### src/rtl/freeze_ctl.sv
module freeze_ctl #(
  parameter int          ADDR_W       = 4,
  parameter int          DRAIN_CYCLES = 256,
  parameter logic [31:0] VERSION      = 32'hAD000003
) (
  input  logic              clk,
  input  logic              rst_n,
  input  logic [ADDR_W-1:0] addr,
  input  logic              wr_en,
  input  logic              rd_en,
  input  logic [31:0]       wdata,
  output logic [31:0]       rdata,
  input  logic              drain_ack,
  output logic              region_freeze,
  output logic              region_reset
);
  localparam int WORD_W = ADDR_W - 2;
  localparam int CNT_W  = $clog2(DRAIN_CYCLES + 1);
  localparam logic [CNT_W-1:0] CNT_LAST = CNT_W'(DRAIN_CYCLES - 1);

  typedef enum logic [2:0] {ST_RUN, ST_FREEZING, ST_FROZEN, ST_DROP_RST, ST_DROP_FRZ} st_t;

  st_t              st;
  logic [CNT_W-1:0] drain_cnt;
  logic [2:0]       ctrl_q;
  logic [2:0]       flags;

  wire [WORD_W-1:0] word = addr[ADDR_W-1:2];
  wire ctrl_wr = wr_en && word == WORD_W'(1);
  wire flag_wr = wr_en && word == WORD_W'(2);

  wire sts_run    = st == ST_RUN;
  wire sts_frozen = st == ST_FROZEN;

  wire [2:0] bad = {wdata[1] && !sts_frozen, wdata[2] && !sts_frozen, wdata[0] && !sts_run};
  wire ctrl_ok   = ctrl_wr && bad == 3'b000;
  wire [2:0] clr_mask = flag_wr ? wdata[2:0] : 3'b000;
  wire drain_done = drain_ack || drain_cnt == CNT_LAST;

  wire unused_ok = &{1'b0, wdata[31:3], addr[1:0]};

  always_ff @(posedge clk) begin
    if (!rst_n) begin
      st <= ST_RUN;
    end else begin
      case (st)
        ST_RUN:      if (ctrl_ok && wdata[0]) st <= ST_FREEZING;
        ST_FREEZING: if (drain_done) st <= ST_FROZEN;
        ST_FROZEN:   if (ctrl_ok && wdata[2]) st <= ST_DROP_RST;
        ST_DROP_RST: st <= ST_DROP_FRZ;
        default:     st <= ST_RUN;
      endcase
    end
  end

  always_ff @(posedge clk) begin
    if (!rst_n || st != ST_FREEZING) drain_cnt <= '0;
    else                             drain_cnt <= drain_cnt + 1'b1;
  end

  always_ff @(posedge clk) begin
    if (!rst_n)       ctrl_q <= 3'b000;
    else if (ctrl_ok) ctrl_q <= {wdata[2], wdata[1] & ~wdata[2], wdata[0]};
  end

  always_ff @(posedge clk) begin
    if (!rst_n) flags <= 3'b000;
    else        flags <= (flags & ~clr_mask) | (ctrl_wr ? bad : 3'b000);
  end

  assign region_freeze = st == ST_FREEZING || st == ST_FROZEN || st == ST_DROP_RST;
  assign region_reset  = sts_frozen && ctrl_q[1];

  always_comb begin
    rdata = '0;
    if (rd_en) begin
      case (word)
        WORD_W'(0): rdata = {30'b0, sts_run, sts_frozen};
        WORD_W'(1): rdata = {29'b0, ctrl_q};
        WORD_W'(2): rdata = {29'b0, flags};
        WORD_W'(3): rdata = VERSION;
        default:    rdata = '0;
      endcase
    end
  end


  freeze_start_chk: assert property (@(posedge clk) disable iff (!rst_n)
    (ctrl_ok && wdata[0] && sts_run) |=> (region_freeze && !sts_run && !sts_frozen));


  drain_ack_chk: assert property (@(posedge clk) disable iff (!rst_n)
    (st == ST_FREEZING && drain_ack) |=> sts_frozen);


  drain_bound_chk: assert property (@(posedge clk) disable iff (!rst_n)
    (st == ST_FREEZING) |-> (drain_cnt <= CNT_LAST));


  reset_frozen_chk: assert property (@(posedge clk) disable iff (!rst_n)
    region_reset |-> region_freeze);


  thaw_order_chk: assert property (@(posedge clk) disable iff (!rst_n)
    $fell(region_freeze) |-> (!region_reset && !$past(region_reset)));


  ignored_req_chk: assert property (@(posedge clk) disable iff (!rst_n)
    (ctrl_wr && bad != 3'b000 && sts_frozen) |=> (sts_frozen && $stable(ctrl_q)));


  sticky_flag_chk: assert property (@(posedge clk) disable iff (!rst_n)
    ((flags & ~clr_mask) != 3'b000) |=>
      ((flags & $past(flags & ~clr_mask)) == $past(flags & ~clr_mask)));
endmodule

### config.mk
export PLATFORM = sky130hd
export DESIGN_NAME = freeze_ctl
export DESIGN_NICKNAME = d
export VERILOG_FILES = /design/src/rtl/freeze_ctl.sv
export SDC_FILE = /design/constraint.sdc
export NUM_CORES = 1
export LEC_CHECK = 0
export ABC_AREA = 1
export BUFFER_PORTS_ARGS = -buffer_cell sky130_fd_sc_hd__clkbuf_2
export CAP_MARGIN = 20
export CORE_ASPECT_RATIO = 1.75
export CORE_MARGIN = 1.5
export CORE_UTILIZATION = 37
export CTS_CLUSTER_DIAMETER = 100
export DETAILED_ROUTE_END_ITERATION = 12
export GPL_TIMING_DRIVEN = 0
export MAX_ROUTING_LAYER = met4
export PLACE_DENSITY = 0.83
export SLEW_MARGIN = 30
export SYNTH_ARGS = -nofsm -noshare
export SYNTH_HDL_FRONTEND = slang
export SYNTH_SLANG_ARGS = --single-unit
### constraint.sdc
create_clock -name clk -period 1.55 [get_ports clk]
set_input_delay 0.2325 -clock clk [delete_from_list [all_inputs] [get_ports clk]]
set_output_delay 0.2325 -clock clk [all_outputs]
set_load 0.01 [all_outputs]
# [Word level (Yosys, flattened, before mapping)]
# Cells that the tools add are included.
[word_totals] ff_bits=18 in_bits=41 output_inout_bits=34 elab_cells=49
[op_classes] n_addsub=1 eq_ne=11 muxes=8 n_bitwise=5 n_reduce_logical=20
[ops] cell="$pmux 32 s4" count=1
[ops] cell="$mux 32" count=1
[ops] cell="$mux 3" count=5
[ops] cell="$pmux 3 s4" count=1
[ops] cell="$add 9x1->9 const B" count=1
[ops] cell="$eq 9x8->1 const B" count=1
[ops] cell="$logic_and 1x1->1" count=9
[ops] cell="$eq 3x2->1 const B" count=2
[ops] cell="$logic_not 3->1" count=2
[ops] cell="$eq 2x2->1 const B" count=2
[ops] cell="$logic_or 1x1->1" count=4
[ops] cell="$ne 2x1->1 const B" count=2
[ops] cell="$and 3x3->3" count=1
[ops] cell="$eq 3x1->1 const B" count=1
[ops] cell="$logic_not 1->1" count=3
[ops] cell="$ne 3x1->1 const B" count=1
[ops] cell="$not 3->3" count=1
[ops] cell="$or 3x3->3" count=1
[ops] cell="$reduce_and 3->1" count=1
[ops] cell="$eq 2x1->1 const B" count=1
[ops] cell="$logic_not 2->1" count=1
[ops] cell="$ne 2x2->1 const B" count=1
[ops] cell="$and 1x1->1" count=1
[ops] cell="$not 1->1" count=1

# [Depth between registers and ports, before layout]
# Gate-level depths: netlist of run 1.
[depth] word_depth=8 mapped_depth=11 ltp_nobuf=11

# [Least setup slack after synthesis of run 1]
# No wires, ideal clock.
[synth_timing] kind="flip-flop to flip-flop" from="register drain_cnt[0]" to="register st[1]" setup_ns=0.112 t_arrival_ns=1.397 required_time_ns=1.438 path_slack_ns=0.042 path_stages_with_launch=12 path_buffers=0 period_less_slack_ns=1.508 path_cell_list="dfxtp_1 -> ha_1 -> nand2_1 -> nor2_1 -> nand3_1 -> nor3_1 -> ha_1 -> nor2_1 -> nand2_1 -> nand3_1 -> nor2_1 -> nor2_1"
[synth_between] elab_chain_cells=4
[synth_lines] element="from (decl)" line="24" rtl="logic [CNT_W-1:0] drain_cnt;"
[synth_lines] element="from (signal assigned)" line="58" rtl="else drain_cnt <= drain_cnt + 1'b1;"
[synth_lines] element="$eq 9x8->1" line="38" rtl="wire drain_done = drain_ack || drain_cnt == CNT_LAST;"
[synth_lines] element="$logic_or 1x1->1" line="38"
[synth_lines] element="$ne 2x2->1 (no source line)"
[synth_lines] element="$reduce_and 3->1 (no source line)"
[synth_lines] element="to (signal assigned)" line="44" rtl="st <= ST_RUN;"
[synth_lines] element="to (signal assigned)" line="47" rtl="ST_RUN: if (ctrl_ok && wdata[0]) st <= ST_FREEZING;"
[synth_lines] element="to (signal assigned)" line="48" rtl="ST_FREEZING: if (drain_done) st <= ST_FROZEN;"
[synth_lines] element="to (decl)" line="23" rtl="st_t st;"
# No other way between the ends.
# A chain may end at the register's enable or synchronous reset.

# [Worst setup path in the final report of run 1]
# Same ends and word-level chain as after synthesis.

==> summary by stage, run 1 <==
Status
The flow ran to the end, but the final reports show violations. The final reports fail on negative setup slack.

Global route
Entering global routing, the biggest net connects 11 pins. The met2 track demand over resource in global routing is 27.5%. The overall fraction of global-route tracks in use is 14.3%.

The number of antenna violations at the first check in global routing is 0. For this run, global-route usage on met3 was measured as 2.16%. The number of global-route vias before repair came to 849. The remaining global-route overflow is 0.

The global-route wire length before repair is 3.39 mm. After global routing, the most crowded layer is met2. For this run, global-route usage on met1 was measured as 12.7%.

Route
The via-per-instance ratio is 4.43. The number of nets still failing antenna checks after routing is 0. The final layout contains routed wiring with a total length of 2.20 mm.

After detailed routing, the number of remaining DRC violations is 0. The count of routing violations after the opening detailed-route iteration is 9. The average wire per cell in the routed design is 9.64 um. The total number of vias is 1010. The first TritonRoute pass finished after 4 iterations.

Floorplanning
The die covers 0.00331 sq mm. The die width is 44.1 um. The starting density of the core is 38.3%. During I/O placement, the number of pins put on the boundary was 75. The standard cell core area is 0.00286 sq mm. The standard-cell row count is 26. Measured along the y axis, the die boundary spans 75 um.

Worst setup path
For the worst setup path, the data arrival time is 1720 ps. For the worst setup path, the data required time is 1710 ps. The register-to-register setup slack is -5 ps. The critical-path maximum fanout is 3.

The logic depth of the worst register-to-register path is 11. The worst register-to-register path begins at drain_cnt[0]$_SDFF_PP0_. The capturing point of the worst reg2reg path is st[1]$_SDFFE_PN0P_.

The kind of critical path is reg2reg. The critical path startpoint category is a flop. The critical path capture point type is a flop.

Logic synthesis
In the synthesized netlist, the number of instances is 150. For this run, the register share of the synthesized area comes to 32.9%. The unique cell type count in the Yosys netlist is 24. The count of yosys warnings during synthesis is 0.

After synthesis the netlist holds a flip-flop and latch count of 18. Summing every instance area after synthesis gives 0.00110 sq mm. A synthesized cell averages 7.31 sq um.

Layout
The layout cell share with drive strength beyond 1 is 41.5%. The number of diodes is 0. The layout has 274 filler cells. The library cell used most frequently in the layout, excluding fill and tap cells, is buf_4. The final core utilization is 51.6%. The multi-input logic area is 603 sq um. Leaving out fill and tap cells, the most frequent cells in the layout are buf_4 (32), conb_1 (24), clkbuf_2 (17). The area overhead of the layout relative to synthesis is 34.7%.

After the last flow step, the layout net total stands at 244. The footprint of the flip-flops and latches is 369 sq um.

Placed design
The routability-driven placement congestion ratio is 0.838. The count of port buffers added during placement is 19. The placed wire-length estimate after detailed placement is 1.66 mm. Before CTS, the worst setup slack after placement is -128 ps.

Flow run
The number of maximum-capacitance violations is 0.

Timing
The worst path setup slack after routing is -4.80 ps. The final critical path time including I/O delays and setup is 1550 ps. The worst slack on hold paths is 214 ps. Between clock sinks in the finished design, the worst skew comes to 1.68 ps.

The total setup violations reported at the end of the flow is 2. Based on the critical path, the design can be clocked at up to 0.643 GHz. The total count of hold-check failures in the final report came to 0. The final max-slew violation count is 0. Setup repair after global routing could not meet its margin everywhere. The worst path uses 100% of the clock period.

Clock network
The buffer levels on the longest clock path is 2. The number of sinks on the clock net is 18. The tree is rooted in a clkbuf_8.

The clock-pin transition on the worst setup and hold timing paths is 70 ps. The CTS buffer count is 3. The clock tree from TritonCTS is yes. The clock reaches the later pin of the worst-skew pair after 260 ps. The maximum level of the CTS H-tree is 1.

Power
The leakage power is 0.722 nW. The worst voltage drop across the vdd grid is 686 uV. The areal power density over the cells is 1060 mW/mm^2.

Worst hold path
In this run the most critical hold path is launched from rst_n. The cell depth of the worst min-delay path is 3. The worst hold path terminates at st[0]$_SDFFE_PN0P_.

In this run the worst hold path is classified as in2reg.
[registers in the layout, indices dropped and copies added (netlist names)]
name,flops
drain_cnt,9
ctrl_q,3
flags,3
st,3
[synthesized netlist by cell type (all sizes together)]
cell type | number | area, sq um
a21oi | 13 | 76.3
nor3b | 1 | 7.51
dfxtp | 18 | 360
nor2 | 14 | 57.6
o21a | 1 | 7.51
a211oi | 1 | 12.5
xor2 | 1 | 8.76
nand4 | 1 | 6.26
nand2 | 16 | 67.6
buf | 28 | 210
nor4 | 1 | 6.26
inv | 21 | 78.8
nor3 | 3 | 20.0
ha | 2 | 25.0
nand3 | 17 | 90.1
a31oi | 2 | 12.5
conb | 1 | 3.75
o21ai | 9 | 45.0
[cells by family (layout without fill, tap and decap cells)]
family / after synthesis / count (layout) / share of synthesized area [%]
AO/OA/AOI/OAI: 26 / 26 / 14.0
XOR/XNOR: 1 / 1 / 0.799
adder cells (fa/ha/maj): 2 / 2 / 2.28
buffers and inverters: 49 / 76 / 26.4
flip-flops: 18 / 18 / 32.9
other: 1 / 24 / 0.342
AND/OR/NAND/NOR: 53 / 53 / 23.3
[worst max-delay path by stage]
stage	start	to	slack (ps)	cells after the start
floorplan	drain_cnt[0]$_SDFF_PP0_	st[1]$_SDFFE_PN0P_	40	11
global placement	drain_cnt[0]$_SDFF_PP0_	st[1]$_SDFFE_PN0P_	-80	11
detailed placement	drain_cnt[0]$_SDFF_PP0_	st[1]$_SDFFE_PN0P_	-130	11
CTS	drain_cnt[0]$_SDFF_PP0_	st[1]$_SDFFE_PN0P_	-10	11
global route	drain_cnt[1]$_SDFF_PP0_	st[1]$_SDFFE_PN0P_	-140	11
finish	drain_cnt[0]$_SDFF_PP0_	st[1]$_SDFFE_PN0P_	-5	11
[critical path, stage by stage (launching register included)]
cell     delay [ps]
dfxtp_4         360
ha_4            140
nand2_4          50
nor2_4          100
nand3_2          90
nor3_2          170
ha_2            180
nor2_1           40
nand2_1         100
nand3_2          80
nor2_2          100
nor2_1           40
[metrics by stage]
step / power [mW] / instance area, sq um / setup TNS [ps] / std cells
3_3_place_gp: 1.07 / 1310 / -145 / 220
2_1_floorplan: 0.962 / 1180 / 0 / 173
3_5_place_dp: 1.09 / 1310 / -226 / 220
5_1_grt: 1.68 / 1480 / -294 / 228
6_report: 1.57 / 1480 / -7.42 / 228
4_1_cts: 1.53 / 1420 / -13.5 / 227
[power by group]
| group | total, mW | switching (mW) | internal, mW |
|---|---|---|---|
| logic | 0.630 | 0.384 | 0.246 |
| registers | 0.553 | 0.0484 | 0.504 |
| clock network | 0.389 | 0.163 | 0.226 |
[layout make-up]
class,instances,share of cell area (%)
multi-input cells,106,40.8
flip-flops and latches,18,25.0
plain buffers,28,14.2
repair buffers,23,8.47
inverters,21,5.34
clock buffers,4,3.73
well taps,28,2.37
[timing repair]
item,4_1_cts,5_1_grt
hold buffers,0,0
gates resized for setup,8,17
endpoints found under the setup margin,4,8
buffers inserted,3,1
pin swaps,2,7
[metal layers]
| metal | share of wire (%) | vias up |
|---|---|---|
| li1 | - | 537 |
| met1 | 35 | 432 |
| met2 | 56 | 37 |
| met4 | 1.5 | 0 |
| met3 | 7.2 | 4 |
| met5 | 0 | - |
Power figures use the tool's default switching activity.
==> inputs of run 2 (changes only) <==
--- a/config.mk
+++ b/config.mk
@@ -8,7 +8,7 @@
 export ABC_AREA = 1
 export BUFFER_PORTS_ARGS = -buffer_cell sky130_fd_sc_hd__clkbuf_2
 export CAP_MARGIN = 20
-export CORE_ASPECT_RATIO = 1.75
+export CORE_ASPECT_RATIO = 0.9
 export CORE_MARGIN = 1.5
 export CORE_UTILIZATION = 37
 export CTS_CLUSTER_DIAMETER = 100
@@ -16,6 +16,7 @@
 export GPL_TIMING_DRIVEN = 0
 export MAX_ROUTING_LAYER = met4
 export PLACE_DENSITY = 0.83
+export SKIP_CTS_REPAIR_TIMING = 1
 export SLEW_MARGIN = 30
 export SYNTH_ARGS = -nofsm -noshare
 export SYNTH_HDL_FRONTEND = slang
==> summary by stage, run 2 (synthesis gave the netlist of run 1 again) <==
Worst setup path
The worst register-to-register path ends at st[1]$_SDFFE_PN0P_. Among the stages of the critical path, the cell type that occurs most often is nor2_1. The logic depth of the worst register-to-register path came to 11 (unchanged). The critical-path maximum fanout is 3 (unchanged).

The number of logic stages on the critical path including buffering was 11 (unchanged). The worst setup path is captured at a flop. The buffer and inverter count on the worst path is 0 (unchanged). The register-to-register setup slack is -110 ps (-110 ps). The largest incremental delay on the critical path is 360 ps (about the same). In this run the worst setup path begins at drain_cnt[1]$_SDFF_PP0_. The family with the most delay on the worst path is simple AND/OR/NAND/NOR gates. The required time of the worst setup path is 1760 ps (+50 ps).

The launch point of the worst reg-to-reg path is drain_cnt[1]$_SDFF_PP0_. The worst setup path is launched from a flop. The critical path arrival is 1870 ps (+150 ps). The endpoint of the most critical setup path is st[1]$_SDFFE_PN0P_. By startpoint and endpoint, the worst setup path is classified as reg2reg.

The largest individual stage delay along the critical path comes from the cell dfxtp_2. The signal on the critical path passes through ha_4 > nand2_4 > nor2_4 > nand3_4 > nor3_4 > ha_2 > nor2_1 > nand2_1 > nand3_1 > nor2_1 > nor2_1.

Placed design
The routability-driven placement congestion ratio is 0.796 (-5.0%). The placed wire-length estimate after detailed placement is 1.59 mm (-3.9%). The count of port buffers added during placement came to 19 (unchanged). The placed standard-cell area is 0.00133 sq mm (+1.1%).

The post-placement setup slack is -233 ps (-105 ps). The instance count after placement with tap cells included is 232 (+5.5%).

Timing
The total setup violations reported at the end of the flow was 4 (+2). The final clock period utilization by the worst path came to 107% (+6.9 points). The worst path setup slack after routing is -111 ps (-107 ps).

The final critical path time including I/O delays and setup is 1660 ps (+107 ps). The peak clock frequency supported by timing was 0.602 GHz (-6.4%). The worst slack on hold paths is 160 ps (-53.8 ps). Setup repair after global routing could not meet its margin everywhere. The total count of hold-check failures in the final report is 0 (unchanged). The largest clock skew in the final design came to 8.37 ps (+6.68 ps). The final-layout setup total negative slack is -201 ps (-194 ps). The final max-slew violation count is 0 (unchanged).

Clock network
The clock insertion delay at the later pin of the skew report is 300 ps (+40 ps). The clock-pin transition on the worst setup and hold timing paths is 110 ps (+40 ps). The master cell of the clock root buffer is clkbuf_4. The buffer levels on the longest clock path is 2 (unchanged). The maximum level of the CTS H-tree was 1 (unchanged). The number of sinks on the clock net is 18 (unchanged).

TritonCTS built the clock tree. The CTS buffer count came to 3 (unchanged).

Global route
The largest net degree at the start of global routing was 11 (unchanged). The number of antenna violations at the first check in global routing came to 0 (unchanged). The remaining global-route overflow is 0 (unchanged). The overall fraction of global-route tracks in use is 13.1% (-1.3 points). The global-route wire length before repair is 3.12 mm (-7.9%). The number of global-route vias before repair is 785 (-7.5%).

Layout
The non-filler instance count after layout was 238 (+4.4%). The final core utilization came to 52.4% (+0.87 points). In the layout the commonest cells are buf_4 (30), conb_1 (24), clkbuf_2 (19).

The number of nets in the final layout is 242 (-0.82%). The number of diodes came to 0 (unchanged). The fill cell instance count of the final layout came to 289 (+5.5%). The largest register by flop count is drain_cnt.

Leaving out fill and tap cells, the most frequent cell in the layout is buf_4. The flip-flop count of the largest register, all copies and words added is 9 (unchanged). From synthesis to final layout, the design area changed by 32.5%. The layout cell share with drive strength beyond 1 is 38.9% (-2.6 points). The cell area after layout came to 0.00145 sq mm (-1.6%).

Floorplanning
The die area is 0.00330 sq mm (-0.37%). The vertical die dimension came to 54.6 um (-27%). The die width is 60.4 um (+37%). The starting density of the core is 39.6% (+1.3 points). The number of I/O pins is 75 (unchanged). The standard cell core area is 0.00277 sq mm (-3.2%). The standard-cell row count came to 18 (-31%).

Power
The share of power burned in registers came to 39.2% (+4.0 points). The worst voltage drop across the vdd grid is 515 uV (-25%). The areal power density over the cells is 973 mW/mm^2 (-8.6%). The clock share of power is 20.6% (-4.2 points). The power consumption came to 1.41 mW (-10%). The share of power burned in combinational logic is 40.3% (+0.2 points).

The switching power share of the total is 38.4% (+0.50 points). The switching power total is 0.542 mW (-8.9%). The leakage power is 0.720 nW (-0.29%). The internal power contribution is 0.871 mW (-11%).

Route
The average wire per cell in the routed design is 8.53 um (-12%). The number of nets still failing antenna checks after routing is 0 (unchanged). The total number of vias was 999 (-1.1%).

The via-per-instance ratio was 4.20 (-5.2%). The number of detailed-routing iterations run before antenna repair is 4 (unchanged). The total detailed-routing wirelength is 2.03 mm (-7.7%). The residual DRC count is 0 (unchanged).

The count of routing violations after the opening detailed-route iteration came to 23 (+14).

Status
The flow ran to the end, but the final reports show violations. The final reports fail on negative setup slack.

Flow run
The number of maximum-capacitance violations is 0 (unchanged).

Worst hold path
In this run the worst hold path is classified as in2reg.
-- run 2: cell types whose count changed in the layout (fill, tap and decap cells not counted), moves of 2 or more --
cell / before / now
nand3_2: 4 / 1
buf_2: 2 / 0
clkbuf_4: 0 / 3
buf_4: 32 / 30
clkbuf_8: 4 / 1
nor3_2: 3 / 1
nand3_1: 13 / 15
clkbuf_2: 17 / 19
dfxtp_2: 1 / 3
-- run 2: layout make-up --
cell class	instances	area (sq um)	share of cell area (%)
Clock buffer	4	36.3	2.50
Sequential cell	18	368	25.3
Inverter	21	78.8	5.43
Tap cell	40	50.0	3.45
Timing Repair Buffer	21	110	7.58
Multi-Input combinational cell	106	599	41.3
Buffer	28	210	14.5
-- run 2: worst min-delay path by stage --
stage | start | end | slack (ps) | cells after the start
finish | rst_n | st[0]$_SDFFE_PN0P_ | 160 | 3
global route | rst_n | st[0]$_SDFFE_PN0P_ | 170 | 3
CTS | rst_n | st[0]$_SDFFE_PN0P_ | 170 | 3
detailed placement | drain_cnt[0]$_SDFF_PP0_ | drain_cnt[0]$_SDFF_PP0_ | 440 | 1
global placement | drain_cnt[0]$_SDFF_PP0_ | drain_cnt[0]$_SDFF_PP0_ | 430 | 1
floorplan | rst_n | st[0]$_SDFFE_PN0P_ | 360 | 2
-- run 2: worst register-to-register path: cells and delay by family (launching register included) --
family | cells | cell delay (ps)
adder cells (fa/ha/maj) | 2 | 340
flip-flops | 1 | 360
AND/OR/NAND/NOR | 9 | 890
-- run 2: routing by layer --
metal	vias to the layer above	routed length, um	global-route usage (%)
li1	532	-	-
met1	429	949	15.6
met2	34	920	21.4
met3	4	122	1.42
met4	0	37	7.78
met5	-	0	-
-- run 2: power groups by stage --
| stage | sequential, mW | combinational [mW] | clock, mW |
|---|---|---|---|
| 6_report | 0.553 | 0.569 | 0.291 |
| 5_1_grt | 0.560 | 0.641 | 0.311 |
| 4_1_cts | 0.534 | 0.538 | 0.295 |
| 3_5_place_dp | 0.545 | 0.535 | 0 |
| 3_3_place_gp | 0.544 | 0.527 | 0 |
| 2_1_floorplan | 0.539 | 0.422 | 0 |
==> inputs of run 3 (changes only) <==
--- a/config.mk
+++ b/config.mk
@@ -10,14 +10,14 @@
 export CAP_MARGIN = 20
 export CORE_ASPECT_RATIO = 0.9
 export CORE_MARGIN = 1.5
-export CORE_UTILIZATION = 37
-export CTS_CLUSTER_DIAMETER = 100
+export CORE_UTILIZATION = 38
+export CTS_BUF_LIST = sky130_fd_sc_hd__clkbuf_2 sky130_fd_sc_hd__clkbuf_4 sky130_fd_sc_hd__clkbuf_8
 export DETAILED_ROUTE_END_ITERATION = 12
 export GPL_TIMING_DRIVEN = 0
 export MAX_ROUTING_LAYER = met4
-export PLACE_DENSITY = 0.83
+export PLACE_DENSITY = 0.84
 export SKIP_CTS_REPAIR_TIMING = 1
-export SLEW_MARGIN = 30
+export SLEW_MARGIN = 20
 export SYNTH_ARGS = -nofsm -noshare
 export SYNTH_HDL_FRONTEND = slang
 export SYNTH_SLANG_ARGS = --single-unit
==> summary by stage, run 3 (synthesis gave the netlist of run 1 again) <==
Status
The run finished, with violations left. The checks that failed: negative setup slack.

Floorplanning
The vertical die dimension is 54.0 um (-1.3%). The die area is 0.00322 sq mm (-2.5%). The standard-cell row count is 18 (unchanged). The standard cell core area is 0.00275 sq mm (-0.81%).

The starting density of the core was 39.9% (+0.32 points). The number of I/O pins was 75 (unchanged). The die width is 59.6 um (-1.3%).

Placed design
The placed wire-length estimate after detailed placement came to 1.54 mm (-3.6%). The instance count after placement with tap cells included came to 232 (unchanged). The placed standard-cell area was 0.00133 sq mm (unchanged). The routability-driven placement congestion ratio was 0.866 (+8.9%). The count of port buffers added during placement is 19 (unchanged). The post-placement setup slack is -133 ps (+99.5 ps).

Worst setup path
The critical-path maximum fanout was 3 (unchanged). The startpoint identified for the worst register-to-register timing path is drain_cnt[0]$_SDFF_PP0_. The worst setup path is captured at a flop. Tracing the worst setup path back leads to its startpoint at drain_cnt[0]$_SDFF_PP0_. Following the worst setup path forward leads to its endpoint at st[1]$_SDFFE_PN0P_. The register-to-register setup slack was -50 ps (+60 ps). The critical path arrival is 1800 ps (-70 ps). The kind of critical path is reg2reg.

The logic depth of the worst register-to-register path was 11 (unchanged). The required time of the worst setup path is 1750 ps (about the same). In this run the critical register-to-register path is captured at st[1]$_SDFFE_PN0P_. The critical path startpoint category is a flop.

Power
The areal power density over the cells is 1010 mW/mm^2 (+4.0%). The worst voltage drop across the vdd grid came to 713 uV (+38%). The leakage power is 0.710 nW (-1.4%).

The power consumption is 1.47 mW (+4.3%).

Layout
The commonest non-fill, non-tap cell in the layout is buf_4. The area overhead of the layout relative to synthesis is 32.9%. The non-filler instance count after layout is 239 (+0.42%). The final core utilization is 53.0% (+0.57 points).

The cell area after layout is 0.00146 sq mm (+0.26%). The layout cell share with drive strength beyond 1 is 40.7% (+1.8 points). The flip-flop count of the largest register, all copies and words added is 9 (unchanged). The number of nets in the final layout is 243 (+0.41%). The largest register by flop count is drain_cnt.

The number of diodes is 0 (unchanged). Leaving out fill and tap cells, the most frequent cells in the layout are buf_4 (31), conb_1 (24), inv_1 (16), clkbuf_2 (16).

Clock network
TritonCTS built the clock tree. The buffer levels on the longest clock path came to 2 (unchanged). The clock-pin transition on the worst setup and hold timing paths is 100 ps (about the same).

The clock insertion delay at the later pin of the skew report is 300 ps (about the same). The CTS buffer count is 3 (unchanged). The number of sinks on the clock net is 18 (unchanged). The tree is rooted in a clkbuf_4. The maximum level of the CTS H-tree came to 1 (unchanged).

Timing
The largest clock skew in the final design is 1.12 ps (-7.25 ps). The total count of hold-check failures in the final report came to 0 (unchanged). The worst path setup slack after routing is -51.5 ps (+59.9 ps). The final max-slew violation count is 0 (unchanged).

Setup repair after global routing could not meet its margin everywhere. The final-layout setup total negative slack is -52.4 ps (+149 ps). The worst slack on hold paths is 174 ps (+13.9 ps). The final critical path time including I/O delays and setup came to 1600 ps (-59.9 ps).

The total setup violations reported at the end of the flow is 2 (-2). The peak clock frequency supported by timing is 0.624 GHz (+3.7%). The final clock period utilization by the worst path is 103% (-3.9 points).

Global route
The global-route wire length before repair is 2.97 mm (-4.7%). The largest net degree at the start of global routing is 11 (unchanged). The number of antenna violations at the first check in global routing is 0 (unchanged). The overall fraction of global-route tracks in use is 13.0% (-0.077 points). The remaining global-route overflow is 0 (unchanged). The number of global-route vias before repair was 722 (-8.0%).

Route
The average wire per cell in the routed design is 8.82 um (+3.5%). The count of routing violations after the opening detailed-route iteration is 10 (-57%). The total detailed-routing wirelength is 2.11 mm (+3.9%). The number of nets still failing antenna checks after routing was 0 (unchanged). The number of detailed-routing iterations run before antenna repair is 5 (+1).

The total number of vias is 987 (-1.2%). The residual DRC count is 0 (unchanged). The via-per-instance ratio came to 4.13 (-1.6%).

Worst hold path
The min-delay analysis places its worst path in the category in2reg.

Flow run
The number of maximum-capacitance violations is 0 (unchanged).
[run 3: worst min path at each step]
stage                                  startpoint                       to  slack, ps  cells after the start
final                                       rst_n       st[0]$_SDFFE_PN0P_        170                      3
after global routing                        rst_n       st[0]$_SDFFE_PN0P_        180                      3
after global placement    drain_cnt[0]$_SDFF_PP0_  drain_cnt[0]$_SDFF_PP0_        430                      1
after floorplan                             rst_n       st[0]$_SDFFE_PN0P_        360                      2
after CTS                                   rst_n       st[0]$_SDFFE_PN0P_        170                      3
after detailed placement  drain_cnt[0]$_SDFF_PP0_  drain_cnt[0]$_SDFF_PP0_        440                      1
[run 3: area by class of cell]
| type | instances | area (sq um) |
|---|---|---|
| flip-flops and latches | 18 | 368 |
| repair buffers | 22 | 118 |
| well taps | 40 | 50.0 |
| inverters | 21 | 78.8 |
| fillers | 272 | 1290 |
| clock buffers | 4 | 36.3 |
| multi-input cells | 106 | 596 |
| plain buffers | 28 | 210 |
[run 3: worst max-delay path, cell delays in order, from the launching register on]
cell,delay (ps)
dfxtp_2,370
ha_4,150
nand2_4,60
nor2_4,110
nand3_2,90
nor3_2,130
ha_2,190
nor2_1,40
nand2_1,100
nand3_1,100
nor2_1,110
nor2_1,60
[run 3: routing by layer]
| metal | part of all wire [%] | up-vias | track usage, % |
|---|---|---|---|
| met4 | 2.5 | 0 | 7.78 |
| met3 | 3.5 | 5 | 2.16 |
| met5 | 0 | - | - |
| met1 | 47 | 416 | 16.2 |
| met2 | 47 | 32 | 19.8 |
| li1 | - | 534 | - |
[run 3: power breakdown]
group,leakage (nW),internal [mW],total (mW),switching [mW]
Sequential,0.148,0.511,0.561,0.0493
Clock,0.0210,0.143,0.293,0.150
Combinational,0.541,0.245,0.620,0.375
Total,0.710,0.900,1.47,0.574
